<file path="src/rtl/wseq_pkg.sv">
package wseq_pkg;
  typedef enum logic [1:0] {
    OP_HIGH = 2'd0,
    OP_LOW  = 2'd1,
    OP_LOOP = 2'd2,
    OP_NEXT = 2'd3
  } op_e;
endpackage

</file>
<file path="src/rtl/wseq_progmem.sv">
// Simple dual-port program store: one write port, one synchronous read port.
module wseq_progmem #(
  parameter int AW = 6,
  parameter int DW = 18
) (
  input  logic          clk,
  input  logic          we,
  input  logic [AW-1:0] waddr,
  input  logic [DW-1:0] wdata,
  input  logic [AW-1:0] raddr,
  output logic [DW-1:0] rdata
);
  localparam int ENTRIES = 2 ** AW;

  logic [DW-1:0] mem [ENTRIES];

  always_ff @(posedge clk) begin
    if (we) mem[waddr] <= wdata;
    rdata <= mem[raddr];
  end
endmodule

</file>
<file path="src/rtl/wseq_decode.sv">
// Splits an instruction word into its fields and classifies it.
module wseq_decode
  import wseq_pkg::*;
#(
  parameter int CNT_W = 16
) (
  input  logic [CNT_W+1:0] word,
  output op_e              op,
  output logic [CNT_W-1:0] cnt,
  output logic             is_term,
  output logic             is_level,
  output logic             level,
  output logic [CNT_W-1:0] loop_extra
);
  always_comb begin
    op         = op_e'(word[CNT_W+1:CNT_W]);
    cnt        = word[CNT_W-1:0];
    is_term    = (word == '0);
    is_level   = (op == OP_HIGH) || (op == OP_LOW);
    level      = (op == OP_HIGH);
    loop_extra = (cnt == '0) ? '0 : cnt - 1'b1;
  end
endmodule

</file>
<file path="src/rtl/wseq_loopstack.sv">
// Stack of loop frames: return address and remaining extra iterations.
module wseq_loopstack #(
  parameter int DEPTH = 4,
  parameter int AW    = 6,
  parameter int CW    = 16
) (
  input  logic          clk,
  input  logic          rst,
  input  logic          clear,
  input  logic          push,
  input  logic          pop,
  input  logic          dec,
  input  logic [AW-1:0] push_ret,
  input  logic [CW-1:0] push_rem,
  output logic [AW-1:0] top_ret,
  output logic [CW-1:0] top_rem,
  output logic          empty,
  output logic          full
);
  localparam int PW = $clog2(DEPTH + 1);
  localparam logic [PW-1:0] TOPV = PW'(DEPTH);

  logic [PW-1:0] lvl;
  logic [AW-1:0] ret_r [DEPTH];
  logic [CW-1:0] rem_r [DEPTH];

  assign empty = (lvl == '0);
  assign full  = (lvl == TOPV);

  always_ff @(posedge clk) begin
    if (rst || clear) lvl <= '0;
    else if (push && !full) lvl <= lvl + 1'b1;
    else if (pop && !empty) lvl <= lvl - 1'b1;
  end

  for (genvar g = 0; g < DEPTH; g++) begin : g_slot
    localparam logic [PW-1:0] SLOT  = PW'(g);
    localparam logic [PW-1:0] SLOT1 = PW'(g + 1);
    always_ff @(posedge clk) begin
      if (!(rst || clear)) begin
        if (push && !full && lvl == SLOT) begin
          ret_r[g] <= push_ret;
          rem_r[g] <= push_rem;
        end else if (dec && lvl == SLOT1) begin
          rem_r[g] <= rem_r[g] - 1'b1;
        end
      end
    end
  end

  always_comb begin
    top_ret = '0;
    top_rem = '0;
    for (int i = 0; i < DEPTH; i++) begin
      if (lvl == PW'(i + 1)) begin
        top_ret = ret_r[i];
        top_rem = rem_r[i];
      end
    end
  end

  // the frame count never exceeds the configured nesting depth
  p_depth_r7: assert property (@(posedge clk) disable iff (rst)
    lvl <= TOPV);
  // the controller pops or decrements only an existing frame
  p_pop_nonempty_r6: assert property (@(posedge clk) disable iff (rst)
    (pop || dec) |-> !empty);
  // a decrement never touches a frame whose count is already zero
  p_dec_nonzero_r6: assert property (@(posedge clk) disable iff (rst)
    dec |-> (top_rem != '0));
endmodule

</file>
<file path="src/rtl/wseq_top.sv">
// Instruction-driven waveform sequencer.
module wseq_top
  import wseq_pkg::*;
#(
  parameter int ADDR_W = 6,
  parameter int CNT_W  = 16,
  parameter int NEST   = 4
) (
  input  logic              clk,
  input  logic              rst,
  input  logic              start,
  input  logic              wr_en,
  input  logic [ADDR_W-1:0] wr_addr,
  input  logic [CNT_W+1:0]  wr_data,
  output logic              wave,
  output logic              busy,
  output logic              done
);
  localparam int DW = CNT_W + 2;
  localparam logic [ADDR_W-1:0] LAST = '1;
  localparam logic [CNT_W-1:0]  ONE  = CNT_W'(1);

  logic              busy_q, done_q, wave_q;
  logic [ADDR_W-1:0] pc_q, pc_d;
  logic [CNT_W-1:0]  hold_q, hold_d, cur;
  logic              wave_d;
  logic [DW-1:0]     instr;

  op_e               op;
  logic [CNT_W-1:0]  cnt, loop_extra;
  logic              is_term, is_level, level;

  logic              push, pop, dec, adv, finish, launch;
  logic [ADDR_W-1:0] top_ret;
  logic [CNT_W-1:0]  top_rem;
  logic              st_empty, st_full;

  assign launch = start && !busy_q;

  wseq_progmem #(.AW(ADDR_W), .DW(DW)) u_mem (
    .clk   (clk),
    .we    (wr_en && !busy_q),
    .waddr (wr_addr),
    .wdata (wr_data),
    .raddr (pc_d),
    .rdata (instr)
  );

  wseq_decode #(.CNT_W(CNT_W)) u_dec (
    .word       (instr),
    .op         (op),
    .cnt        (cnt),
    .is_term    (is_term),
    .is_level   (is_level),
    .level      (level),
    .loop_extra (loop_extra)
  );

  wseq_loopstack #(.DEPTH(NEST), .AW(ADDR_W), .CW(CNT_W)) u_stk (
    .clk      (clk),
    .rst      (rst),
    .clear    (launch),
    .push     (push),
    .pop      (pop),
    .dec      (dec),
    .push_ret (pc_q + 1'b1),
    .push_rem (loop_extra),
    .top_ret  (top_ret),
    .top_rem  (top_rem),
    .empty    (st_empty),
    .full     (st_full)
  );

  assign cur = (hold_q == '0) ? cnt : hold_q;

  always_comb begin
    pc_d   = pc_q;
    hold_d = hold_q;
    wave_d = wave_q;
    push   = 1'b0;
    pop    = 1'b0;
    dec    = 1'b0;
    adv    = 1'b0;
    finish = 1'b0;
    if (!busy_q) begin
      if (start) begin
        pc_d   = '0;
        hold_d = '0;
      end
    end else if (is_term) begin
      finish = 1'b1;
    end else begin
      unique case (op)
        OP_HIGH, OP_LOW: begin
          if (cnt == '0) begin
            adv = 1'b1;
          end else begin
            wave_d = level;
            if (cur == ONE) begin
              adv    = 1'b1;
              hold_d = '0;
            end else begin
              hold_d = cur - 1'b1;
            end
          end
        end
        OP_LOOP: begin
          push = !st_full;
          adv  = 1'b1;
        end
        OP_NEXT: begin
          if (st_empty) begin
            adv = 1'b1;
          end else if (top_rem == '0) begin
            pop = 1'b1;
            adv = 1'b1;
          end else begin
            dec  = 1'b1;
            pc_d = top_ret;
          end
        end
        default: adv = 1'b1;
      endcase
      if (adv) begin
        if (pc_q == LAST) finish = 1'b1;
        else              pc_d   = pc_q + 1'b1;
      end
    end
  end

  always_ff @(posedge clk) begin
    if (rst) begin
      busy_q <= 1'b0;
      done_q <= 1'b0;
      wave_q <= 1'b0;
      pc_q   <= '0;
      hold_q <= '0;
    end else begin
      pc_q   <= pc_d;
      hold_q <= hold_d;
      wave_q <= wave_d;
      if (launch) begin
        busy_q <= 1'b1;
        done_q <= 1'b0;
      end else if (busy_q && finish) begin
        busy_q <= 1'b0;
        done_q <= 1'b1;
      end
    end
  end

  assign wave = wave_q;
  assign busy = busy_q;
  assign done = done_q;

  // busy and done never overlap
  p_excl_r8: assert property (@(posedge clk) disable iff (rst)
    !(busy_q && done_q));
  // an idle start raises busy and clears done at the next edge
  p_launch_r2: assert property (@(posedge clk) disable iff (rst)
    (start && !busy_q) |=> (busy_q && !done_q));
  // while idle the waveform does not move
  p_idle_hold_r8: assert property (@(posedge clk) disable iff (rst)
    !busy_q |=> $stable(wave_q));
  // an executing level step with a non-zero count drives its level
  p_level_r3: assert property (@(posedge clk) disable iff (rst)
    (busy_q && is_level && cnt != '0) |=> (wave_q == $past(level)));
  // loop markers leave the output alone
  p_marker_hold_r5: assert property (@(posedge clk) disable iff (rst)
    (busy_q && !is_term && !is_level) |=> $stable(wave_q));
  // a zero-length low step leaves the output alone
  p_zero_hold_r4: assert property (@(posedge clk) disable iff (rst)
    (busy_q && op == OP_LOW && cnt == '0) |=> $stable(wave_q));
endmodule

</file>
<file path="config.mk">
export PLATFORM = sky130hd
export DESIGN_NAME = wseq_top
export DESIGN_NICKNAME = d
export VERILOG_FILES = /design/src/rtl/wseq_pkg.sv /design/src/rtl/wseq_progmem.sv /design/src/rtl/wseq_decode.sv /design/src/rtl/wseq_loopstack.sv /design/src/rtl/wseq_top.sv
export SDC_FILE = /design/constraint.sdc
export NUM_CORES = 2
export LEC_CHECK = 0
export CORE_ASPECT_RATIO = 1.2
export CORE_MARGIN = 5
export CORE_UTILIZATION = 51
export CTS_CLUSTER_DIAMETER = 30
export DETAILED_ROUTE_END_ITERATION = 6
export DONT_BUFFER_PORTS = 1
export HOLD_SLACK_MARGIN = 0.08
export PLACE_DENSITY_LB_ADDON = 0.08
export SETUP_SLACK_MARGIN = 0.02
export SYNTH_ARGS = -nofsm -noshare
export SYNTH_HDL_FRONTEND = slang
export SYNTH_SLANG_ARGS = --single-unit
</file>
<file path="constraint.sdc">
create_clock -name clk -period 5.7 [get_ports clk]
set_input_delay 1.14 -clock clk [delete_from_list [all_inputs] [get_ports clk]]
set_output_delay 1.14 -clock clk [all_outputs]
set_load 0.01 [all_outputs]
</file>
==> impl_metrics.tcl <==
set metrics [dict create \
    path_buf_inv 5 \
    start_util_pct 51.2 \
    ios 31 \
    grt_use_total_pct 26.6 \
    antenna_found_initial 3 \
    ys_warn_count 0 \
    dp_worst_setup_slack_ns 0.257 \
    relSlewSlack_pct 15.2 \
    end_kind "flip-flop" \
    crit_start "u_stk.rem_r[1][2]$_DFFE_PP_" \
    power.density_mw_per_mm2 448 \
    dp.cells 5280 \
    cts_buffer_depth 3 \
    wl_per_cell_um 26.1 \
    ys_seq_area_share_pct 72.3 \
    fin_worst_skew_ns 0.0214 \
    via_per_inst 5.94 \
    whs_ns 0.411 \
    min_path_type "input pin to flip-flop" \
    fin_area_mm2 0.0630 \
    crit_type "flip-flop to flip-flop" \
    grt_pass1_wl_um 220000 \
    crit_chain "or4_1 -> nand3b_1 -> nor4_1 -> buf_4 -> o311ai_1 -> nand2_2 -> a311o_1 -> and2_4 -> buf_12 -> buf_4 -> buf_4 -> mux2i_1 -> a32oi_1 -> a21boi_0 -> nor4_1 -> buf_4 -> o2111a_1" \
    slew_viol_final 0 \
    netlist_area_mm2 0.0528 \
    hold_violations 0 \
    postCtsHoldBufs 0 \
    drt-total-wl_um 148000 \
    ir_drop_v 0.000437 \
    dieWidth_um 304 \
    synth_edf_count 1240 \
    arrival_ns 6.32 \
    hp-start "rst" \
    fin_tns_setup_ns 0 \
    rsz0062_at_grt "false" \
    cpPeakStageDelay_ns 0.77 \
    synth_nets 4003 \
    final_cell_mix "edfxtp_1, nand2_1, nand3_1" \
    overflow 0 \
    drc_errors 0 \
    final_common_cell "edfxtp_1" \
    synth-seq-cells 1286 \
    layout_setup_ws_ns 0.135 \
    final_core_util_pct 61.2 \
    worstPathRequired_ns 6.45 \
    routed-via-count 33794 \
    initialDrtViolationCount 3197 \
    cp_top_family "simple AND/OR/NAND/NOR gates" \
    drt-pass1-iter-count 6 \
    cts_buffers 217 \
    ant_nets 0 \
    place_congestion 0.894 \
    fmax_ghz 0.180 \
    critPathSlowestCell "nor4_1" \
    finalCritPeriodShare_pct 97.6 \
    p_total_mw 28.2 \
    async_flop_share_pct 0 \
    outcome "complete, no violations" \
    yosysUniqueCellTypes 78 \
    crit_path_max_fanout 21 \
    grt_pass1_vias 33273 \
    path_common_cell "buf_4" \
    nets 4166 \
    synth_flop_cell "edfxtp_1" \
    cts_resized 0 \
    clk_pin_slew_ns 0.05 \
    fin_crit_ns 5.57 \
    post_cts_buffers 0 \
    drive_gt1_share_pct 14.6 \
    leakagePower_nw 22.2 \
    layout-area-overhead-vs-synth_pct 19.3 \
    portBuffers 0 \
    root_buffer "clkbuf_16" \
    cts_tree "yes" \
    synthCells 3961 \
    cts_max_level 4 \
    coreArea_mm2 0.103 \
    dieArea_mm2 0.110 \
    avgSynthCellArea_um2 13.3 \
    fin_cells 5691 \
    std_cell_rows 129 \
    placed_area_mm2 0.0554 \
    dieHeight_um 362 \
    worst_pin_slew_ns 1.27 \
    r2r-start "u_stk.rem_r[1][2]$_DFFE_PP_" \
    grt_max_degree 67 \
    cp-start-kind "flip-flop" \
    cts.sinks 1286 \
    drv_cap 0 \
    clock_latency_ns 0.81 \
    dp_hpwl_um 89000 \
    setup_viol 0 \
]
[logic make-up after synthesis]
logic type	count (synthesis)	share of synthesized area (%)
AND/OR/NAND/NOR	1568	12.8
flip-flops	1286	72.3
AO/OA/AOI/OAI	574	7.64
buffers and inverters	258	2.12
multiplexers	193	3.72
XOR/XNOR	68	1.13
adder cells (fa/ha/maj)	14	0.332
[state kept, by name (all words and copies together), names as in the netlist]
register     flops
pc_q             6
done             1
u_mem.rdata     18
wave             1
u_stk.lvl        3
hold_q          16
u_stk.rem_r     64
u_mem.mem     1152
busy             1
u_stk.ret_r     24
[path summary, 6_finish.rpt]
path                        endpoint  slack, ns  depth (start not counted)
max reg2reg  u_mem.rdata[11]$_DFF_P_       0.13                         17
max          u_mem.rdata[11]$_DFF_P_       0.13                         17
min           hold_q[2]$_SDFFE_PP0P_       0.41                          1
min reg2reg   hold_q[6]$_SDFFE_PP0P_       0.51                          2
[layout make-up]
| type | count | area [um2] |
|---|---|---|
| Antenna cell | 2 | 5.00 |
| Clock buffer | 244 | 5560 |
| Clock inverter | 165 | 2000 |
| Fill cell | 8119 | 40000 |
| Inverter | 18 | 67.6 |
| Multi-Input combinational cell | 2417 | 13700 |
| Sequential cell | 1286 | 38200 |
| Tap cell | 1375 | 1720 |
| Timing Repair Buffer | 184 | 1730 |
[report_power, final]
group          switching (mW)  internal [mW]  total [mW]
clock network            4.67           8.53        13.2
registers               0.197           10.6        10.8
logic                    2.75           1.51        4.26
[metal layers]
metal / part of all wire [%] / vias to the layer above / wire length (um) / track usage (%)
li1: - / 15292 / - / -
met1: 40 / 16922 / 59200 / 35.1
met2: 49 / 1303 / 72200 / 44.2
met3: 7.3 / 277 / 10900 / 4.92
met4: 4.1 / 0 / 6080 / 10.8
met5: 0 / - / 0 / 0
[cells in the mapped netlist, types with 4 or more instances]
cell	instances	area, um2
or2_2	6	37.5
a32oi_1	138	1210
nand3_1	298	1490
o31ai_1	6	45.0
xor2_1	48	420
or4_1	9	67.6
a31oi_1	39	244
nand3b_1	8	60.1
dfxtp_1	46	921
nor2_1	177	664
o211ai_1	4	30.0
a21o_1	4	30.0
nor3b_1	8	60.1
nand2_1	916	3440
a222oi_1	5	50.1
and3_1	12	75.1
nor4_1	35	219
buf_6	5	56.3
nand4_1	5	31.3
o2111a_1	17	191
a21boi_0	35	263
or3_1	16	100
ha_1	14	175
clkbuf_1	135	507
nor2b_1	9	56.3
a21oi_1	127	636
a211oi_1	42	315
inv_1	17	63.8
xnor2_1	20	175
buf_2	74	370
nor3_1	30	150
and3b_1	4	35.0
a221oi_1	19	166
nand2b_1	16	100
and2_1	6	37.5
edfxtp_1	1240	37200
mux2i_1	190	1900
a22oi_1	12	90.1
o21ai_0	93	465
buf_1	21	78.8
buf_4	5	37.5
No activity file was read; power rests on OpenSTA's default activity.
